### src/rtl/cp0_pkg.sv
package cp0_pkg;

    localparam logic [5:0] COP0_OPCODE = 6'b010000;
    localparam logic [4:0] EXC_RSVD    = 5'd10;

    typedef enum logic [4:0] {
        FN_READ32  = 5'b00000,
        FN_READ64  = 5'b00001,
        FN_WRITE32 = 5'b00100,
        FN_WRITE64 = 5'b00101
    } move_fn_e;

    typedef enum logic [2:0] {
        TGT_NONE,
        TGT_COMPARE,
        TGT_STATUS,
        TGT_PRID,
        TGT_CORE_ID,
        TGT_THREAD_ID
    } cp0_tgt_e;

    typedef struct packed {
        logic       move;
        logic       is_write;
        logic       wide;
        logic [4:0] gpr;
        logic [4:0] creg;
        logic [2:0] sel;
    } move_dec_t;

endpackage

### src/rtl/cp0_decode.sv
module cp0_decode
    import cp0_pkg::*;
(
    input  logic        valid_i,
    input  logic [31:0] instr_i,
    output move_dec_t   dec_o
);
    logic [4:0] fn;
    logic       fn_known;

    assign fn = instr_i[25:21];

    always_comb begin
        fn_known = (fn == FN_READ32) || (fn == FN_READ64) ||
                   (fn == FN_WRITE32) || (fn == FN_WRITE64);
        dec_o.move     = valid_i && (instr_i[31:26] == COP0_OPCODE) &&
                         (instr_i[10:3] == 8'd0) && fn_known;
        dec_o.is_write = fn[2];
        dec_o.wide     = fn[0];
        dec_o.gpr      = instr_i[20:16];
        dec_o.creg     = instr_i[15:11];
        dec_o.sel      = instr_i[2:0];
    end
endmodule

### src/rtl/cp0_map.sv
module cp0_map
    import cp0_pkg::*;
(
    input  logic [4:0] creg_i,
    input  logic [2:0] sel_i,
    output cp0_tgt_e   tgt_o
);
    always_comb begin
        tgt_o = TGT_NONE;
        unique case ({creg_i, sel_i})
            {5'd11, 3'd0}: tgt_o = TGT_COMPARE;
            {5'd12, 3'd0}: tgt_o = TGT_STATUS;
            {5'd15, 3'd0}: tgt_o = TGT_PRID;
            {5'd15, 3'd6}: tgt_o = TGT_CORE_ID;
            {5'd15, 3'd7}: tgt_o = TGT_THREAD_ID;
            default:       tgt_o = TGT_NONE;
        endcase
    end
endmodule

### src/rtl/cp0_read_mux.sv
module cp0_read_mux
    import cp0_pkg::*;
#(
    parameter int unsigned       DATA_W   = 64,
    parameter int unsigned       REG_W    = 32,
    parameter logic [REG_W-1:0]  PRID_VAL = 32'h0000_0400
) (
    input  cp0_tgt_e             tgt_i,
    input  logic                 wide_i,
    input  logic [REG_W-1:0]     compare_i,
    input  logic [REG_W-1:0]     status_i,
    output logic [DATA_W-1:0]    value_o
);
    localparam int unsigned EXT_W = DATA_W - REG_W;

    logic [REG_W-1:0] word;

    always_comb begin
        unique case (tgt_i)
            TGT_COMPARE: word = compare_i;
            TGT_STATUS:  word = status_i;
            TGT_PRID:    word = PRID_VAL;
            default:     word = '0;
        endcase
        if (wide_i) begin
            value_o = {{EXT_W{1'b0}}, word};
        end else begin
            value_o = {{EXT_W{word[REG_W-1]}}, word};
        end
    end
endmodule

### src/rtl/cp0_regs_unit.sv
module cp0_regs_unit
    import cp0_pkg::*;
#(
    parameter int unsigned      DATA_W   = 64,
    parameter int unsigned      REG_W    = 32,
    parameter int unsigned      NUM_PEND = 8,
    parameter logic [REG_W-1:0] PRID_VAL = 32'h0000_0400
) (
    input  logic                 clk_i,
    input  logic                 rst_ni,
    input  logic                 valid_i,
    input  logic [31:0]          instr_i,
    input  logic [DATA_W-1:0]    src_i,
    input  logic [NUM_PEND-1:0]  pend_set_i,
    output logic [DATA_W-1:0]    result_o,
    output logic                 gpr_we_o,
    output logic [4:0]           gpr_idx_o,
    output logic                 rsvd_exc_o,
    output logic [REG_W-1:0]     cause_o
);
    localparam int unsigned PEND_LSB = 8;
    localparam int unsigned CODE_LSB = 2;

    typedef struct packed {
        logic [REG_W-1:0]    compare;
        logic [REG_W-1:0]    status;
        logic [NUM_PEND-1:0] pend;
        logic [4:0]          code;
    } cp0_state_t;

    cp0_state_t  st_d, st_q;
    move_dec_t   dec;
    cp0_tgt_e    tgt;
    logic [DATA_W-1:0] rd_value;
    logic        mapped;
    logic        unused_src_hi;

    assign unused_src_hi = ^src_i[DATA_W-1:REG_W];

    cp0_decode i_decode (
        .valid_i (valid_i),
        .instr_i (instr_i),
        .dec_o   (dec)
    );

    cp0_map i_map (
        .creg_i (dec.creg),
        .sel_i  (dec.sel),
        .tgt_o  (tgt)
    );

    cp0_read_mux #(
        .DATA_W   (DATA_W),
        .REG_W    (REG_W),
        .PRID_VAL (PRID_VAL)
    ) i_read_mux (
        .tgt_i     (tgt),
        .wide_i    (dec.wide),
        .compare_i (st_q.compare),
        .status_i  (st_q.status),
        .value_o   (rd_value)
    );

    assign mapped = (tgt != TGT_NONE);

    always_comb begin
        st_d      = st_q;
        st_d.pend = st_q.pend | pend_set_i;
        if (dec.move && dec.is_write) begin
            unique case (tgt)
                TGT_COMPARE: begin
                    st_d.compare = src_i[REG_W-1:0];
                    st_d.pend[0] = 1'b0;
                end
                TGT_STATUS: st_d.status = src_i[REG_W-1:0];
                default: ;
            endcase
        end
        if (dec.move && !mapped) begin
            st_d.code = EXC_RSVD;
        end
    end

    always_ff @(posedge clk_i or negedge rst_ni) begin
        if (!rst_ni) begin
            st_q <= '0;
        end else begin
            st_q <= st_d;
        end
    end

    always_comb begin
        gpr_we_o   = dec.move && !dec.is_write && mapped;
        rsvd_exc_o = dec.move && !mapped;
        gpr_idx_o  = dec.gpr;
        result_o   = gpr_we_o ? rd_value : '0;
        cause_o    = '0;
        cause_o[PEND_LSB +: NUM_PEND] = st_q.pend;
        cause_o[CODE_LSB +: 5]        = st_q.code;
    end
endmodule

### config.mk
export PLATFORM = sky130hd
export DESIGN_NAME = cp0_regs_unit
export DESIGN_NICKNAME = d
export VERILOG_FILES = /design/src/rtl/cp0_pkg.sv /design/src/rtl/cp0_decode.sv /design/src/rtl/cp0_map.sv /design/src/rtl/cp0_read_mux.sv /design/src/rtl/cp0_regs_unit.sv
export SDC_FILE = /design/constraint.sdc
export NUM_CORES = 1
export LEC_CHECK = 0
export BUFFER_PORTS_ARGS = -buffer_cell sky130_fd_sc_hd__buf_2
export CORE_MARGIN = 3
export CORE_UTILIZATION = 48
export CTS_CLUSTER_SIZE = 25
export DETAILED_ROUTE_END_ITERATION = 10
export PLACE_DENSITY_LB_ADDON = 0.08
export SYNTH_ARGS = -nofsm -noshare
export SYNTH_HDL_FRONTEND = slang
export SYNTH_HIERARCHICAL = 1
export SYNTH_SLANG_ARGS = --single-unit
### constraint.sdc
create_clock -name clk_i -period 3.94 [get_ports clk_i]
set_input_delay 0.197 -clock clk_i [delete_from_list [all_inputs] [get_ports clk_i]]
set_output_delay 0.197 -clock clk_i [all_outputs]
set_load 0.05 [all_outputs]
==> flow_summary.yaml, run 1 <==
status:
  status: "finished clean"
sta:
  fmax_mhz: 352.3
  finalMaxSlewViolations: 0
  finalSetupTns_ns: 0
  fin_crit_ns: 2.838
  slew_headroom: 0.3758
  setup_viol: 0
  rsz0062_at_grt: "no"
  hold_viol_final: 0
  min_period_over_period: 0.7203
  tightest_slew_ns: 0.9363
  skew_ns: 0
synth:
  ys_ff_latch: 73
  ys_seq_area_frac: 0.3808
  synth_cells: 441
  synth_area_per_cell_um2: 10.88
  synth_warnings: 6
  synth.distinct_cells: 34
  synthesis.area_um2: 4797
route:
  drc_errors: 0
  vias: 3258
  first_pass_iters: 4
  via_per_inst: 5.012
  ant_nets: 0
  first_iter_violations: 167
  wl_um: 9771
  wire_per_inst_um: 15.03
power_and_ir_drop:
  finalPower_mw: 1.414
  switching_share: 0.2466
  internal_power_mw: 1.065
  vdd_drop_max_mv: 0.1498
  seqPwrFrac: 0.530
  p_sw_mw: 0.3486
  combPwrFrac: 0.079
  p_clk_frac: 0.391
  p_leak_nw: 2.744
  cellPowerDensity_nw_per_um2: 272.2
worst_setup_path:
  arrival_ns: 2.64
  crit_path_start_kind: "input port"
  slowest_delay_ns: 0.52
  critPathMaxFanout: 66
  reg2reg_slack_ns: 3.15
  crit_chain: "buf_2 > or3_1 > a21oi_4 > buf_4 > nand3b_4 > a211oi_2 > buf_4 > and2_1 > buf_2"
  cpLargestDelayFamily: "buffers and inverters"
  critPathCaptureType: "output pin"
  rr_worst_depth: 1
  cp.depth: 9
  path_buf_inv: 4
  path_class: "input port to output pin"
  critPathSlowestCell: "buf_4"
  worstPathRequired_ns: 3.74
clocking:
  clk_pin_slew_worst_paths_ns: 0.07
  htreeDepth: 3
  clock_latency_ns: 0.33
  cts_setup_buffers: 0
  cts_resized: 0
  cts_tree: "built"
  cts_root_buffer: "clkbuf_8"
  cts_inserted_buffers: 9
  cts_hold_buf: 0
  cts_sinks: 73
  cts_buffer_depth: 2
floorplanning:
  initial_utilization: 0.5071
  die_y_um: 106.0
  ios: 210
  fp.dieW_um: 106.0
  dieArea_um2: 11230
  core.rowCount: 35
  core_um2: 9459
grt:
  gr-usage-all-layers: 0.1738
  grt_overflow: 0
  antenna_found_initial: 0
  grt_first_pass_wirelength_um: 15790
  grt_max_degree: 74
  grt_pass1_vias: 3159
layout:
  antennaDiodeCount: 0
  area_delta_synth_final_pct: 8.242
  drive_above_1_share: 0.4760
  n_fill_cell: 897
  nets: 624
  ff_latch_area_um2: 1827
  multi_input_area_um2: 2227
  fin_area_um2: 5192
min_path:
  hold_class: "input port to asynchronous set/reset pin"
flow_run:
  maxCapViolations: 0
placement:
  gp_routability_congestion: 0.6966
  place_area_um2: 5016
  hpwl_um: 6397
  portBuffers: 145
Yosys cell counts, drive strengths merged:
cell type / count / area share
buf: 100 / 0.17
dfrtp: 73 / 0.38
and2: 64 / 0.083
mux2: 64 / 0.17
nand3b: 63 / 0.10
a21oi: 33 / 0.034
clkbuf: 9 / 0.0086
or2: 8 / 0.010
nor2: 4 / 0.0031
nand2: 3 / 0.0039
nand4: 3 / 0.0052
nor3: 3 / 0.0042
nor4: 2 / 0.0026
a211oi: 1 / 0.0026
and4bb: 1 / 0.0026
conb: 1 / 0.00078
nand3: 1 / 0.0010
nand4b: 1 / 0.0018
nor3b: 1 / 0.0016
nor4b: 1 / 0.0018
o21a: 1 / 0.0016
o21ai: 1 / 0.0010
or3: 1 / 0.0013
or4: 1 / 0.0016
xor2: 1 / 0.0018
placed cells by master, fill, tap and decap left out:
cell type,netlist,routed
a211oi_2,1,1
a21oi_1,33,32
a21oi_4,0,1
and2_1,64,64
and4bb_2,1,1
buf_12,3,1
buf_2,5,144
buf_4,83,8
bufinv_16,0,1
clkbuf_1,3,2
clkbuf_8,0,9
clkinv_2,0,3
conb_1,1,22
dfrtp_1,73,73
mux2_2,34,34
mux2_4,30,30
nand2_1,2,2
nand2_4,1,1
nand3_1,1,1
nand3b_1,62,62
nand3b_4,1,1
nand4_1,2,2
nand4_2,1,1
nand4b_1,1,1
nor2_1,4,3
nor2_4,0,1
nor3_1,2,1
nor3_2,1,2
nor3b_2,0,1
nor4_1,2,2
nor4b_1,1,1
o21a_1,1,1
o21ai_1,1,1
or2_2,8,8
or3_1,1,1
or4_1,1,1
xor2_1,1,1
through the flow:
stage / std cells / util / worst slack (ns) / hold slack, ns
finish: 650 / 0.5489 / 1.102 / 0.01070
floorplan: 462 / - / 0.6188 / -0.09859
global placement: 635 / 0.5303 / 1.103 / 0.3888
detailed placement: 635 / 0.5303 / 1.033 / 0.3910
CTS: 650 / 0.5489 / 1.033 / 0.03141
global route: 650 / 0.5489 / 0.7969 / 0.03660
registers in the layout, summed over array words and instances, names as in the netlist:
name     cells
st_q        64
cause_o      9
layout make-up:
| type | instances | share of cell area |
|---|---|---|
| clock buffer | 11 | 0.02530 |
| clock inverter | 4 | 0.008675 |
| multi-input combinational | 280 | 0.4289 |
| sequential | 73 | 0.3518 |
| tap | 129 | 0.03108 |
| timing repair buffer | 153 | 0.1542 |
path summary, 6_finish.rpt:
check,start,end
max,instr_i[2],result_o[63]
min,rst_ni,st_q[62]
max reg2reg,cause_o[3],cause_o[3]
min reg2reg,cause_o[11],cause_o[11]
max in group asynchronous,rst_ni,st_q[46]
min in group clk_i,pend_set_i[3],cause_o[11]
power by group through the flow:
stage / Combinational, mW / Sequential, mW / Clock (mW)
after floorplan: 0.0955 / 0.764 / 0
after global placement: 0.112 / 0.763 / 0
after detailed placement: 0.113 / 0.763 / 0
after CTS: 0.114 / 0.749 / 0.571
after global routing: 0.122 / 0.748 / 0.602
final: 0.112 / 0.749 / 0.553
cell families after synthesis:
logic type,share of synthesized area
AO/OA/AOI/OAI,0.03964
AND/OR/NAND/NOR,0.2259
buffers and inverters,0.1774
multiplexers,0.1737
other,0.0007817
XOR/XNOR,0.001826
flip-flops,0.3808
metal layers:
layer  global-route usage  vias up  part of all wire
met1               0.2198     1578              0.43
met3              0.03764       13             0.070
li1                     -     1539                 -
met2               0.2960      128              0.49
met4              0.05735        0             0.015
met5                    0        -                 0
Note: power is estimated with default switching activity, not from simulation.
==> run 2: changes to the inputs <==
--- a/config.mk
+++ b/config.mk
@@ -7,7 +7,7 @@
 export LEC_CHECK = 0
 export BUFFER_PORTS_ARGS = -buffer_cell sky130_fd_sc_hd__buf_2
 export CORE_MARGIN = 3
-export CORE_UTILIZATION = 48
+export CORE_UTILIZATION = 44
 export CTS_CLUSTER_SIZE = 25
 export DETAILED_ROUTE_END_ITERATION = 10
 export PLACE_DENSITY_LB_ADDON = 0.08
==> constraint.sdc (replaced) <==
create_clock -name clk_i -period 2.5 [get_ports clk_i]
set_input_delay 0.125 -clock clk_i [delete_from_list [all_inputs] [get_ports clk_i]]
set_output_delay 0.125 -clock clk_i [all_outputs]
set_load 0.05 [all_outputs]
==> flow_summary.yaml, run 2 (synthesis results as in run 1) <==
layout:
  largest_reg_flops: 64
  area_delta_synth_final_pct: 15.08
  drive_above_1_share: 0.5390
  final_common_cell: "buf_2"
  nets: 641
  fin_util: 0.5276
  max_flop_register: "st_q"
  antennaDiodeCount: 0
  final_cell_mix: "buf_2, dfrtp_1, nand3b_1, mux2_2, and2_1"
sta:
  min_period_over_period: 0.8826
  finalSetupTns_ns: 0
  finalMaxSlewViolations: 0
  setup_viol: 0
  fin_crit_ns: 2.206
  slew_headroom: 0.3708
  hold_viol_final: 0
  tightest_slew_ns: 0.9438
  rsz0062_at_grt: "no"
  fmax_mhz: 453.2
  skew_ns: 0
route:
  first_pass_iters: 4
  wire_per_inst_um: 14.83
  via_per_inst: 4.849
  ant_nets: 0
  first_iter_violations: 171
  wl_um: 9995
  vias: 3268
  drc_errors: 0
clocking:
  clock_latency_ns: 0.34
  htreeDepth: 3
  cts_inserted_buffers: 9
  clk_pin_slew_worst_paths_ns: 0.08
  cts_setup_buffers: 0
  cts_sinks: 73
  cts_root_buffer: "clkbuf_8"
  cts_tree: "built"
  cts_buffer_depth: 2
grt:
  grt_overflow: 0
  gr-usage-all-layers: 0.1665
  grt_first_pass_wirelength_um: 16990
  antenna_found_initial: 0
  grt_pass1_vias: 3430
  grt_max_degree: 74
floorplanning:
  core.rowCount: 37
  dieArea_um2: 12190
  initial_utilization: 0.4585
  core_um2: 10460
  die_y_um: 110.4
  ios: 210
  fp.dieW_um: 110.4
worst_setup_path:
  crit_path_start_kind: "input port"
  arrival_ns: 2.08
  crit_start: "instr_i[22]"
  critPathCaptureType: "output pin"
  worstPathRequired_ns: 2.38
  path_class: "input port to output pin"
  critPathMaxFanout: 53
  r2r-start: "cause_o[3]"
placement:
  hpwl_um: 6683
  gp_routability_congestion: 0.7457
  portBuffers: 145
power_and_ir_drop:
  cellPowerDensity_nw_per_um2: 435.4
  p_leak_nw: 2.902
  p_sw_mw: 0.5815
  vdd_drop_max_mv: 0.3364
  switching_share: 0.2419
  internal_power_mw: 1.822
  combPwrFrac: 0.080
  seqPwrFrac: 0.491
  p_clk_frac: 0.430
min_path:
  hold_path_startpoint: "src_i[19]"
  hold_class: "input port to flip-flop"
status:
  status: "finished clean"
flow_run:
  maxCapViolations: 0
[run 2: cell type report]
class	instances	area [um2]
fill	943	4942
timing repair buffer	170	978.4
tap	136	170.2
clock buffer	10	137.6
clock inverter	5	78.83
multi-input combinational	280	2328
sequential	73	1827
[run 2: power by group through the flow]
stage / sequential (mW) / combinational, mW / clock (mW)
2_1_floorplan: 1.20 / 0.154 / 0
3_3_place_gp: 1.20 / 0.180 / 0
3_5_place_dp: 1.20 / 0.182 / 0
4_1_cts: 1.18 / 0.193 / 1.07
5_1_grt: 1.18 / 0.208 / 1.12
6_report: 1.18 / 0.191 / 1.03
[run 2: path summary, 6_finish.rpt]
path | endpoint | slack (ns) | cells after the start
setup reg to reg | cause_o[3] | 1.71 | 1
hold reg to reg | cause_o[11] | 0.46 | 1
setup / recovery | result_o[18] | 0.29 | 7
hold / removal | st_q[32] | 0.02 | 2
min in group asynchronous | st_q[20] | 0.47 | 2
max in group asynchronous | st_q[27] | 1.42 | 2
[run 2: critical path, stage by stage]
cell and delay [ns]:
buf_2 0.09, or4_1 0.52, nor3_2 0.28, nor3b_2 0.34
buf_12 0.26, and2_1 0.18, buf_2 0.27
[run 2: layer usage]
layer / share of wire / wire length (um) / track usage
met1: 0.44 / 4399 / 0.2091
met2: 0.48 / 4803 / 0.2803
met3: 0.072 / 719 / 0.05041
met4: 0.0073 / 73 / 0.04105
met5: 0 / 0 / 0
[run 2: timing repair]
item	in CTS	in global routing
hold buffers	9	1
endpoints found under the hold margin	81	1
gates resized for setup	0	0
[run 2: through the flow]
| stage | hold WS, ns | setup slack, ns | instances | power, mW | instance area, um2 |
|---|---|---|---|---|---|
| 2_1_floorplan | -0.1706 | -0.1832 | 462 | 1.357 | 4986 |
| 3_3_place_gp | 0.2506 | 0.3092 | 649 | 1.383 | 5204 |
| 3_5_place_dp | 0.2506 | 0.2653 | 649 | 1.385 | 5204 |
| 4_1_cts | 0.002066 | 0.2601 | 673 | 2.444 | 5510 |
| 5_1_grt | 0.008339 | 0.1737 | 674 | 2.507 | 5520 |
| 6_report | 0.02293 | 0.2936 | 674 | 2.403 | 5520 |
